==> src/rtl/gpt_pkg.sv <==
// Shared constants and types for the timer bank.
// Assumes a byte-addressed register space with a 16-byte window per channel.
package gpt_pkg;

    // Shared register offsets
    localparam int OFS_MASK   = 'h00;
    localparam int OFS_ACK    = 'h08;
    // Per-channel window: base = CH_STRIDE * channel number (1-based)
    localparam int CH_STRIDE  = 'h10;
    localparam int SUB_CTRL   = 'h0;
    localparam int SUB_CLK    = 'h4;
    localparam int SUB_CNT    = 'h8;
    localparam int SUB_CMP    = 'hC;

    // Control word fields
    localparam int CTRL_EN_BIT   = 0;
    localparam int CTRL_CLR_BIT  = 1;
    localparam int CTRL_MODE_LSB = 4;

    // Clock word fields
    localparam int CLK_DIV_BIT = 0;
    localparam int CLK_SRC_BIT = 4;

    typedef enum logic [1:0] {
        MODE_ONESHOT = 2'd0,
        MODE_REPEAT  = 2'd1,
        MODE_SPARE   = 2'd2,
        MODE_FREERUN = 2'd3
    } gpt_mode_e;

endpackage

==> src/rtl/gpt_tick_sel.sv <==
// Tick selection and divide-by-two stage for one channel.
// Assumes the tick inputs are single-cycle clock enables in the clk domain.
// The divider phase restarts whenever the channel count is cleared.
module gpt_tick_sel (
    input  logic clk,
    input  logic rst_n,
    input  logic sys_tick,
    input  logic rtc_tick,
    input  logic use_rtc,
    input  logic halve,
    input  logic restart,
    output logic tick
);

    logic src_tick;
    logic phase_q;

    // Pick the tick source named by the clock word
    assign src_tick = use_rtc ? rtc_tick : sys_tick;

    // Track odd/even source ticks for the divide-by-two setting
    always_ff @(posedge clk) begin
        if (!rst_n)
            phase_q <= 1'b0;
        else if (restart)
            phase_q <= 1'b0;
        else if (src_tick && halve)
            phase_q <= ~phase_q;
    end

    // Pass every tick, or every second tick when halving
    assign tick = src_tick && (!halve || phase_q);

endmodule

==> src/rtl/gpt_channel.sv <==
// One timer channel: control, clock, compare and count registers.
// Assumes at most one register write per cycle; a control write in a cycle
// takes precedence over a tick arriving in that same cycle.
module gpt_channel
    import gpt_pkg::*;
#(
    parameter int CNT_W = 32
) (
    input  logic             clk,
    input  logic             rst_n,
    input  logic             tick,
    input  logic             ctrl_we,
    input  logic             wr_en,
    input  logic             wr_clr,
    input  logic [1:0]       wr_mode,
    input  logic             clk_we,
    input  logic             wr_src,
    input  logic             wr_div,
    input  logic             cmp_we,
    input  logic [CNT_W-1:0] wr_cmp,
    output logic             en,
    output logic [1:0]       mode,
    output logic             src_rtc,
    output logic             div2,
    output logic [CNT_W-1:0] count,
    output logic [CNT_W-1:0] cmp,
    output logic             hit
);

    localparam logic [CNT_W-1:0] ONE = CNT_W'(1);

    logic             en_q;
    gpt_mode_e        mode_q;
    logic             src_q;
    logic             div_q;
    logic [CNT_W-1:0] cnt_q;
    logic [CNT_W-1:0] cmp_q;
    logic [CNT_W-1:0] cnt_inc;
    logic             advance;
    logic             is_free;
    logic             is_rep;

    assign cnt_inc = cnt_q + ONE;
    assign is_free = (mode_q == MODE_FREERUN);
    assign is_rep  = (mode_q == MODE_REPEAT);
    assign advance = tick && en_q && !ctrl_we;
    assign hit     = advance && !is_free && (cnt_inc == cmp_q);

    // Control word: enable and mode, with one-shot self-disable on event
    always_ff @(posedge clk) begin
        if (!rst_n) begin
            en_q   <= 1'b0;
            mode_q <= MODE_ONESHOT;
        end else if (ctrl_we) begin
            en_q   <= wr_en;
            mode_q <= gpt_mode_e'(wr_mode);
        end else if (hit && !is_rep) begin
            en_q   <= 1'b0;
        end
    end

    // Clock word: source select and divider
    always_ff @(posedge clk) begin
        if (!rst_n) begin
            src_q <= 1'b0;
            div_q <= 1'b0;
        end else if (clk_we) begin
            src_q <= wr_src;
            div_q <= wr_div;
        end
    end

    // Compare value, used from the next tick onward
    always_ff @(posedge clk) begin
        if (!rst_n)
            cmp_q <= '0;
        else if (cmp_we)
            cmp_q <= wr_cmp;
    end

    // Counter: clear pulse, reload on repeat event, otherwise increment
    always_ff @(posedge clk) begin
        if (!rst_n)
            cnt_q <= '0;
        else if (ctrl_we) begin
            if (wr_clr)
                cnt_q <= '0;
        end else if (advance) begin
            if (hit && is_rep)
                cnt_q <= '0;
            else
                cnt_q <= cnt_inc;
        end
    end

    assign en      = en_q;
    assign mode    = mode_q;
    assign src_rtc = src_q;
    assign div2    = div_q;
    assign count   = cnt_q;
    assign cmp     = cmp_q;

endmodule

==> src/rtl/gpt_irq_ctrl.sv <==
// Shared pending flags, interrupt mask and the level interrupt output.
// Assumes channel events are single-cycle pulses; an event beats an
// acknowledge of the same flag in the same cycle.
module gpt_irq_ctrl #(
    parameter int NUM_CH = 6
) (
    input  logic              clk,
    input  logic              rst_n,
    input  logic              mask_we,
    input  logic              ack_we,
    input  logic [NUM_CH-1:0] wr_bits,
    input  logic [NUM_CH-1:0] hit,
    output logic [NUM_CH-1:0] mask,
    output logic [NUM_CH-1:0] pend,
    output logic              irq
);

    logic [NUM_CH-1:0] mask_q;
    logic [NUM_CH-1:0] pend_q;
    logic [NUM_CH-1:0] ack_bits;

    assign ack_bits = ack_we ? wr_bits : '0;

    // Interrupt mask register
    always_ff @(posedge clk) begin
        if (!rst_n)
            mask_q <= '0;
        else if (mask_we)
            mask_q <= wr_bits;
    end

    // Pending flags: acknowledged bits drop, new events set
    always_ff @(posedge clk) begin
        if (!rst_n)
            pend_q <= '0;
        else
            pend_q <= (pend_q & ~ack_bits) | hit;
    end

    assign mask = mask_q;
    assign pend = pend_q;
    assign irq  = |(pend_q & mask_q);

endmodule

==> src/rtl/gpt_reg_read.sv <==
// Combinational read multiplexer over the shared and per-channel registers.
// Assumes unmapped addresses read as zero and CNT_W <= DATA_W.
module gpt_reg_read
    import gpt_pkg::*;
#(
    parameter int NUM_CH = 6,
    parameter int CNT_W  = 32,
    parameter int ADDR_W = 8,
    parameter int DATA_W = 32
) (
    input  logic [ADDR_W-1:0]       addr,
    input  logic [NUM_CH-1:0]       mask,
    input  logic [NUM_CH-1:0]       pend,
    input  logic [NUM_CH-1:0]       en,
    input  logic [2*NUM_CH-1:0]     mode_flat,
    input  logic [NUM_CH-1:0]       src_rtc,
    input  logic [NUM_CH-1:0]       div2,
    input  logic [NUM_CH*CNT_W-1:0] cnt_flat,
    input  logic [NUM_CH*CNT_W-1:0] cmp_flat,
    output logic [DATA_W-1:0]       rdata
);

    localparam int IDX_W = ADDR_W - 4;

    logic [IDX_W-1:0] win_idx;
    logic [3:0]       win_ofs;

    assign win_idx = addr[ADDR_W-1:4];
    assign win_ofs = addr[3:0];

    // Select the word addressed on the bus
    always_comb begin
        rdata = '0;
        if (addr == ADDR_W'(OFS_MASK))
            rdata[NUM_CH-1:0] = mask;
        else if (addr == ADDR_W'(OFS_ACK))
            rdata[NUM_CH-1:0] = pend;
        for (int i = 0; i < NUM_CH; i++) begin
            if (win_idx == IDX_W'(i + 1)) begin
                case (win_ofs)
                    4'(SUB_CTRL): begin
                        rdata[CTRL_EN_BIT] = en[i];
                        rdata[CTRL_MODE_LSB +: 2] = mode_flat[2*i +: 2];
                    end
                    4'(SUB_CLK): begin
                        rdata[CLK_DIV_BIT] = div2[i];
                        rdata[CLK_SRC_BIT] = src_rtc[i];
                    end
                    4'(SUB_CNT): rdata[CNT_W-1:0] = cnt_flat[CNT_W*i +: CNT_W];
                    4'(SUB_CMP): rdata[CNT_W-1:0] = cmp_flat[CNT_W*i +: CNT_W];
                    default:     rdata = '0;
                endcase
            end
        end
    end

endmodule

==> src/rtl/gp_timer_bank.sv <==
// Top of the timer bank: write decode, one channel and tick stage per
// channel, shared interrupt control and read multiplexer.
// Assumes NUM_CH fits in the address window (NUM_CH < 2**(ADDR_W-4)) and
// NUM_CH <= DATA_W, CNT_W <= DATA_W.
module gp_timer_bank
    import gpt_pkg::*;
#(
    parameter int NUM_CH = 6,
    parameter int CNT_W  = 32,
    parameter int ADDR_W = 8,
    parameter int DATA_W = 32
) (
    input  logic              clk,
    input  logic              rst_n,
    input  logic              tick_sys_en,
    input  logic              tick_rtc_en,
    input  logic              bus_wr,
    input  logic [ADDR_W-1:0] bus_addr,
    input  logic [DATA_W-1:0] bus_wdata,
    output logic [DATA_W-1:0] bus_rdata,
    output logic              irq
);

    logic [NUM_CH-1:0]       mask_q;
    logic [NUM_CH-1:0]       pend_q;
    logic [NUM_CH-1:0]       ch_en;
    logic [NUM_CH-1:0]       ch_hit;
    logic [NUM_CH-1:0]       ch_tick;
    logic [NUM_CH-1:0]       ch_ctrl_we;
    logic [NUM_CH-1:0]       ch_src;
    logic [NUM_CH-1:0]       ch_div;
    logic [2*NUM_CH-1:0]     mode_flat;
    logic [NUM_CH*CNT_W-1:0] cnt_flat;
    logic [NUM_CH*CNT_W-1:0] cmp_flat;
    logic                    mask_we;
    logic                    ack_we;

    // Shared register write strobes
    assign mask_we = bus_wr && (bus_addr == ADDR_W'(OFS_MASK));
    assign ack_we  = bus_wr && (bus_addr == ADDR_W'(OFS_ACK));

    for (genvar g = 0; g < NUM_CH; g++) begin : g_ch
        localparam logic [ADDR_W-1:0] A_CTRL = ADDR_W'(CH_STRIDE*(g+1) + SUB_CTRL);
        localparam logic [ADDR_W-1:0] A_CLK  = ADDR_W'(CH_STRIDE*(g+1) + SUB_CLK);
        localparam logic [ADDR_W-1:0] A_CMP  = ADDR_W'(CH_STRIDE*(g+1) + SUB_CMP);

        logic clk_we;
        logic cmp_we;
        logic clr_pulse;

        assign ch_ctrl_we[g] = bus_wr && (bus_addr == A_CTRL);
        assign clk_we        = bus_wr && (bus_addr == A_CLK);
        assign cmp_we        = bus_wr && (bus_addr == A_CMP);
        assign clr_pulse     = ch_ctrl_we[g] && bus_wdata[CTRL_CLR_BIT];

        gpt_tick_sel u_tick (
            .clk      (clk),
            .rst_n    (rst_n),
            .sys_tick (tick_sys_en),
            .rtc_tick (tick_rtc_en),
            .use_rtc  (ch_src[g]),
            .halve    (ch_div[g]),
            .restart  (clr_pulse),
            .tick     (ch_tick[g])
        );

        gpt_channel #(
            .CNT_W (CNT_W)
        ) u_chan (
            .clk     (clk),
            .rst_n   (rst_n),
            .tick    (ch_tick[g]),
            .ctrl_we (ch_ctrl_we[g]),
            .wr_en   (bus_wdata[CTRL_EN_BIT]),
            .wr_clr  (bus_wdata[CTRL_CLR_BIT]),
            .wr_mode (bus_wdata[CTRL_MODE_LSB +: 2]),
            .clk_we  (clk_we),
            .wr_src  (bus_wdata[CLK_SRC_BIT]),
            .wr_div  (bus_wdata[CLK_DIV_BIT]),
            .cmp_we  (cmp_we),
            .wr_cmp  (bus_wdata[CNT_W-1:0]),
            .en      (ch_en[g]),
            .mode    (mode_flat[2*g +: 2]),
            .src_rtc (ch_src[g]),
            .div2    (ch_div[g]),
            .count   (cnt_flat[CNT_W*g +: CNT_W]),
            .cmp     (cmp_flat[CNT_W*g +: CNT_W]),
            .hit     (ch_hit[g])
        );
    end

    gpt_irq_ctrl #(
        .NUM_CH (NUM_CH)
    ) u_irq (
        .clk     (clk),
        .rst_n   (rst_n),
        .mask_we (mask_we),
        .ack_we  (ack_we),
        .wr_bits (bus_wdata[NUM_CH-1:0]),
        .hit     (ch_hit),
        .mask    (mask_q),
        .pend    (pend_q),
        .irq     (irq)
    );

    gpt_reg_read #(
        .NUM_CH (NUM_CH),
        .CNT_W  (CNT_W),
        .ADDR_W (ADDR_W),
        .DATA_W (DATA_W)
    ) u_rd (
        .addr      (bus_addr),
        .mask      (mask_q),
        .pend      (pend_q),
        .en        (ch_en),
        .mode_flat (mode_flat),
        .src_rtc   (ch_src),
        .div2      (ch_div),
        .cnt_flat  (cnt_flat),
        .cmp_flat  (cmp_flat),
        .rdata     (bus_rdata)
    );

endmodule

==> config.mk <==
export PLATFORM = sky130hd
export DESIGN_NAME = gp_timer_bank
export DESIGN_NICKNAME = d
export VERILOG_FILES = /design/src/rtl/gpt_pkg.sv /design/src/rtl/gpt_tick_sel.sv /design/src/rtl/gpt_channel.sv /design/src/rtl/gpt_irq_ctrl.sv /design/src/rtl/gpt_reg_read.sv /design/src/rtl/gp_timer_bank.sv
export SDC_FILE = /design/constraint.sdc
export NUM_CORES = 1
export LEC_CHECK = 0
export ABC_CLOCK_PERIOD_IN_PS = 4300
export BUFFER_PORTS_ARGS = -buffer_cell sky130_fd_sc_hd__buf_4
export CELL_PAD_IN_SITES_DETAIL_PLACEMENT = 1
export CELL_PAD_IN_SITES_GLOBAL_PLACEMENT = 2
export CORE_MARGIN = 2
export CORE_UTILIZATION = 40
export DETAILED_ROUTE_END_ITERATION = 8
export GPL_ROUTABILITY_DRIVEN = 0
export PLACE_DENSITY_LB_ADDON = 0.1
export SYNTH_ARGS = -nofsm -noshare
export SYNTH_HDL_FRONTEND = slang
export SYNTH_HIERARCHICAL = 1
export SYNTH_SLANG_ARGS = --single-unit
==> constraint.sdc <==
create_clock -name clk -period 4.3 [get_ports clk]
set_input_delay 0.43 -clock clk [delete_from_list [all_inputs] [get_ports clk]]
set_output_delay 0.43 -clock clk [all_outputs]
set_load 0.01 [all_outputs]
Word level (Yosys, flattened, before mapping). Cells that the tools add are included.

Bitwise gates (word level): 11. Add/subtract/negate cells: 6. Muxes and demuxes: 76. Reduce and logical (&&, ||, !) cells: 132. Eq/ne operators: 52.

Operators with widths (number): 32-bit 2-to-1 mux (25); 26-bit case mux with 3 select lines (5); 32-bit by 1-bit adder with 32-bit output (second input constant) (6); 32-bit equality test (6); 1-bit logical AND (74); 8-bit by 7-bit equality test with 1-bit output (second input constant) (9); 1-bit case mux with 4 select lines (18); 3-bit case mux with 3 select lines (6); 26-bit case mux with 2 select lines (1); 8-bit by 6-bit equality test with 1-bit output (second input constant) (6); 8-bit by 5-bit equality test with 1-bit output (second input constant) (3); 1-bit zero test (24); 2-bit nonzero test (12); 1-bit 2-to-1 mux (18); 6-bit 2-to-1 mux (3); 4-bit by 3-bit equality test with 1-bit output (second input constant) (4); 2-bit OR reduction (7); 6-bit AND (2); 2-bit by 1-bit equality test with 1-bit output (second input constant) (6); 2-bit equality test (second input constant) (6); 2-bit != test (second input constant) (6); 2-bit AND reduction (6); 4-bit by 2-bit equality test with 1-bit output (second input constant) (2); 4-bit equality test (second input constant) (2); other kinds (9) (20).

Output and inout port bits: 33. Register bits after elaboration: 432. Input bits: 45.

Depth between registers and ports, before layout.
Depth after elaboration: 15. Gate-level depth with buffers: 16. Depth with buffers taken out: 11.

By module. Netlist, hierarchy kept.

Modules (own cells, without submodules): gpt_channel (area an instance 4606.9 µm², cells each 564, times used 6); gpt_reg_read (area an instance 3733.6 µm², cells each 410, times used 1); gpt_irq_ctrl (area an instance 471.7 µm², cells each 42, times used 1); gpt_tick_sel (area an instance 65.1 µm², cells each 9, times used 6); gp_timer_bank (area an instance 341.6 µm², cells each 42, times used 1).

Least setup slack after synthesis. No wires, ideal clock.

Kind: reg-to-reg. From: register g_ch[2].u_chan.cnt_q[3]. To: register g_ch[2].u_chan.cnt_q[30]. Arrival: 3.264 ns. Path buffers: 3. Setup time: 0.122 ns. Required time: 4.178 ns. Slack: 0.914 ns. Cell stages (with the launch flop): 13. Path through: dfxtp_1 > buf_2 > nand4_4 > or4_4 > or3b_1 > a211o_1 > or4_1 > and4bb_1 > and3_1 > buf_6 > buf_8 > nor3_1 > a221o_1.

Cells in the longest elaborated chain, start to end: 7.

Ends and longest elaborated chain: start, declared (RTL line gpt_channel.sv:36) `logic [CNT_W-1:0] cnt_q;`; start signal, assigned (RTL line gpt_channel.sv:92) `cnt_q <= cnt_inc;`; 32-bit by 1-bit adder with 32-bit output * (RTL line gpt_channel.sv:43) `assign cnt_inc = cnt_q + ONE;`; 32-bit equality test (RTL line gpt_channel.sv:47) `assign hit = advance && !is_free && (cnt_inc == cmp_q);`; 1-bit logical AND (RTL line gpt_channel.sv:47); 1-bit logical AND (RTL line gpt_channel.sv:89) `if (hit && is_rep)`; 32-bit 2-to-1 mux * (RTL line gpt_channel.sv:89); 32-bit 2-to-1 mux * (RTL line gpt_channel.sv:88) `end else if (advance) begin`; 32-bit 2-to-1 mux * (RTL line gpt_channel.sv:85) `else if (ctrl_we) begin`.

Mark *: on every way between the ends. The rest lies on a longest branch, timed or not. The select of a mux whose other input is x is not followed. A chain may end at the register's enable or synchronous reset.

Final worst setup path.
From: register g_ch[2].u_chan.cnt_q[1]. To: register u_irq.pend_q[2] (netlist: u_irq/pend[2]).

Cells in the longest elaborated chain, start to end: 4.

Ends and longest elaborated chain: 32-bit by 1-bit adder with 32-bit output (RTL line gpt_channel.sv:43); 32-bit equality test (RTL line gpt_channel.sv:47); 1-bit logical AND (RTL line gpt_channel.sv:47); via ch_hit[2] (RTL line gp_timer_bank.sv:27) `logic [NUM_CH-1:0] ch_hit;`; 6-bit bitwise OR (RTL line gpt_irq_ctrl.sv:37) `pend_q <= (pend_q & ~ack_bits) | hit;`; end signal, assigned (RTL line gpt_irq_ctrl.sv:37); end, declared (RTL line gpt_irq_ctrl.sv:19) `logic [NUM_CH-1:0] pend_q;`.

The timed path passes the listed nets, and every way through them passes these cells.

==> impl_metrics.yaml <==
synth:
  seq_area_frac_synth_pct: 26.5
  synth_nets: 3983
  dominantRegCellSynth: "dfxtp_1"
  netlist_area_mm2: 0.0326
  ys.warnings.count: 6
  yosysUniqueCellTypes: 73
  ys_ff_latch: 432
  ys_async_sr_fraction_pct: 0
  syn_inst: 3932
  synth.avg_cell_area_um2: 8.29
  synth_edf_count: 0
cells_and_area:
  nNetsFinal: 4042
  stdcell_count: 5092
  drive_above_1_share_pct: 16.1
  area_growth_pct: 13.4
power_and_ir_drop:
  cellPowerDensity_mw_per_mm2: 258
  total_power_mw: 9.55
  leakagePower_nw: 12.7
  ir_worst_vdd_mv: 0.355
hold_path:
  min_path_type: "in2reg"
setup_path:
  path_delay_family: "simple AND/OR/NAND/NOR gates"
  slowest_stage: "nor4_1"
  r2r_setup_slack_ns: 0.16
  crit_top_cell: "nand3_1"
  slowest_delay_ns: 0.71
  crit_required_ns: 4.90
  crit_path_max_fanout: 10
  path_cells: "ha_1, nand3_1, nor4_1, nand3_1, mux2i_1, o221ai_1, nor3_1, nor4bb_1, buf_4, o21a_1"
  cp.arrival_ns: 4.74
  start_kind: "flip-flop"
  worstSetupEndpointType: "flip-flop"
  path_class: "reg2reg"
  critPathBufInv: 1
detailed_routing:
  postRouteAntennaNets: 0
  drc: 0
  wirelength_um: 155000
  vias: 33400
  drt_iter0_markers: 3473
  drtPass1Iterations: 5
  wl_per_cell_um: 30.4
  routed_via_density: 6.56
sta:
  timing.fmax_ghz: 0.242
  finalSetupViolations: 0
  grt_setup_unrepaired: "false"
  worst_pin_slew_ns: 0.998
  maxSlewHeadroom_pct: 33.5
  hold_slack_ns: 0.237
  setup_tns_ns: 0
  post-route-min-period_ns: 4.14
  drv_slew: 0
  hold_violations: 0
  finalCritPeriodShare_pct: 96.3
  fin_skew_ns: 0.0363
global_route:
  grt_pass1_vias: 33000
  antenna_found_initial: 7
  grt_max_degree: 101
  grt_pass1_wl_um: 226000
  grt_overflow_total: 0
  grt.total_usage_pct: 36.1
placed_design:
  io_buffers: 77
  placed_cells: 4995
  place_hpwl_um: 116000
die:
  die_w_um: 289
  initial_core_util_pct: 40.4
  die-area_mm2: 0.0837
  num_io_pins: 78
  die_h_um: 289
  core_area_mm2: 0.0805
  fp-row-count: 104
cts:
  ctsHtreeMaxLevel: 2
  cts_root_buffer: "clkbuf_16"
  worstSkewPairLatency_ns: 0.65
  ctsHoldBuffers: 0
  clockBufferDepth: 3
  cts_tree: "built"
  clk_pin_slew_worst_paths_ns: 0.07
  post_cts_buffers: 0
  cts_made_buffers: 54
  clock_sinks: 432
  cts_resized: 0
status:
  status: "finished clean"
run:
  maxCapViolations: 0
## layout by cell type (no fill, tap or decap), types with 14 or more instances in the layout
cell type  synthesis  final
a2111oi_0         21     21
a21oi_1           67     67
a221o_1           24     24
a22oi_1           91     91
a31oi_1           97     97
a32oi_1           14     14
and2_1            78     78
and3_1            48     48
and4_1            54     54
buf_4             21    306
clkbuf_16          0     55
dfxtp_1          432    432
inv_1             66     66
mux2_2           167    167
mux2i_1          301    301
mux4_2            16     16
nand2_1          330    330
nand2b_1          56     56
nand3_1          171    171
nand3b_1          37     37
nand4_1          123    123
nor2_1           140    140
nor2b_1          254    253
nor3_1           118    114
nor3_2            14     16
nor4_1            85     85
o211ai_1          21     21
o21ai_0          120    120
o22ai_1           54     54
o31a_1            36     36
or3_1             31     31
or4_1             33     33
xnor2_1          150    150
xor2_1           144    144
## tightest hold or removal path, cell delays in order
cell	delay, ns
buf_4	0.18
mux2i_1	0.15
nor2b_1	0.05
## state kept, by name, summed over array words and instances, names as in the netlist
signal               count
g_ch.u_chan/cmp        192
g_ch.u_chan/count      192
g_ch.u_chan/div2         6
g_ch.u_chan/en           6
g_ch.u_chan/mode        12
g_ch.u_chan/src_rtc      6
g_ch.u_tick/phase_q      6
u_irq/mask               6
u_irq/pend               6
## cell usage after synthesis (67+ instances only)
cell type,instances,share of area [%]
a21oi_1,67,1.0
a22oi_1,91,2.1
nor2_1,140,1.6
nor2b_1,254,4.9
mux2i_1,301,9.2
xnor2_1,150,4.0
nand4_1,123,2.4
xor2_1,144,3.9
a31oi_1,97,1.9
nand3_1,171,2.6
clkbuf_1,221,2.5
o21ai_0,120,1.8
nor4_1,85,1.6
and2_1,78,1.5
dfxtp_1,432,27
nor3_1,118,1.8
mux2_2,167,5.8
nand2_1,330,3.8
## cells by family after synthesis
group                      Yosys count  share of synthesized area [%]
AOI/OAI and AO/OA                  661                           13.9
buffers and inverters              383                           5.23
muxes                              484                           16.1
and+or+nand+nor                   1654                           29.0
adders and majority gates           12                          0.415
DFF                                432                           26.5
xor gates and xnor gates           306                           8.73
## routing by layer
| metal | vias up | GRT usage [%] | part of all wire (%) |
|---|---|---|---|
| met1 | 16900 | 50.0 | 44 |
| li1 | 14600 | - | - |
| met2 | 1553 | 55.1 | 43 |
| met5 | - | 0 | 0.022 |
| met3 | 314 | 5.47 | 8.1 |
| met4 | 6 | 16.1 | 5.1 |
## final timing paths
path	end	cells past startpoint	from
setup / recovery	u_irq/pend[2]$_SDFF_PN0_	10	g_ch[2].u_chan/count[1]$_SDFFE_PN0P_
hold / removal	g_ch[1].u_chan/cmp[7]$_SDFFE_PN0P_	3	bus_wdata[7]
setup reg to reg	u_irq/pend[2]$_SDFF_PN0_	10	g_ch[2].u_chan/count[1]$_SDFFE_PN0P_
hold reg to reg	g_ch[4].u_tick/phase_q$_SDFFE_PP0P_	2	g_ch[4].u_tick/phase_q$_SDFFE_PP0P_
## report_power, final
group	leakage, nW	total [mW]	internal, mW	switching (mW)
Clock	0.925	5.04	3.04	2.00
Combinational	8.27	0.504	0.154	0.350
Sequential	3.48	4.01	4.00	0.00371
## per-stage QoR
step           worst slack, ns  utilization, %  cell area, um2
2_1_floorplan            0.914               -           32600
3_3_place_gp             0.322            43.5           35100
3_5_place_dp             0.372            43.5           35100
4_1_cts                  0.371            45.9           36900
5_1_grt                 0.0215            45.9           36900
6_report                 0.161            45.9           37000
## cell type report
type	count	area, um2
clock buffers	75	1550
fillers	9476	43600
multi-input cells	3117	22300
well taps	1060	1330
flip-flops and latches	432	8650
inverters	66	248
clock inverters	20	342
diodes	2	5.00
repair buffers	320	2560
Note: power is estimated with default switching activity, not from simulation.
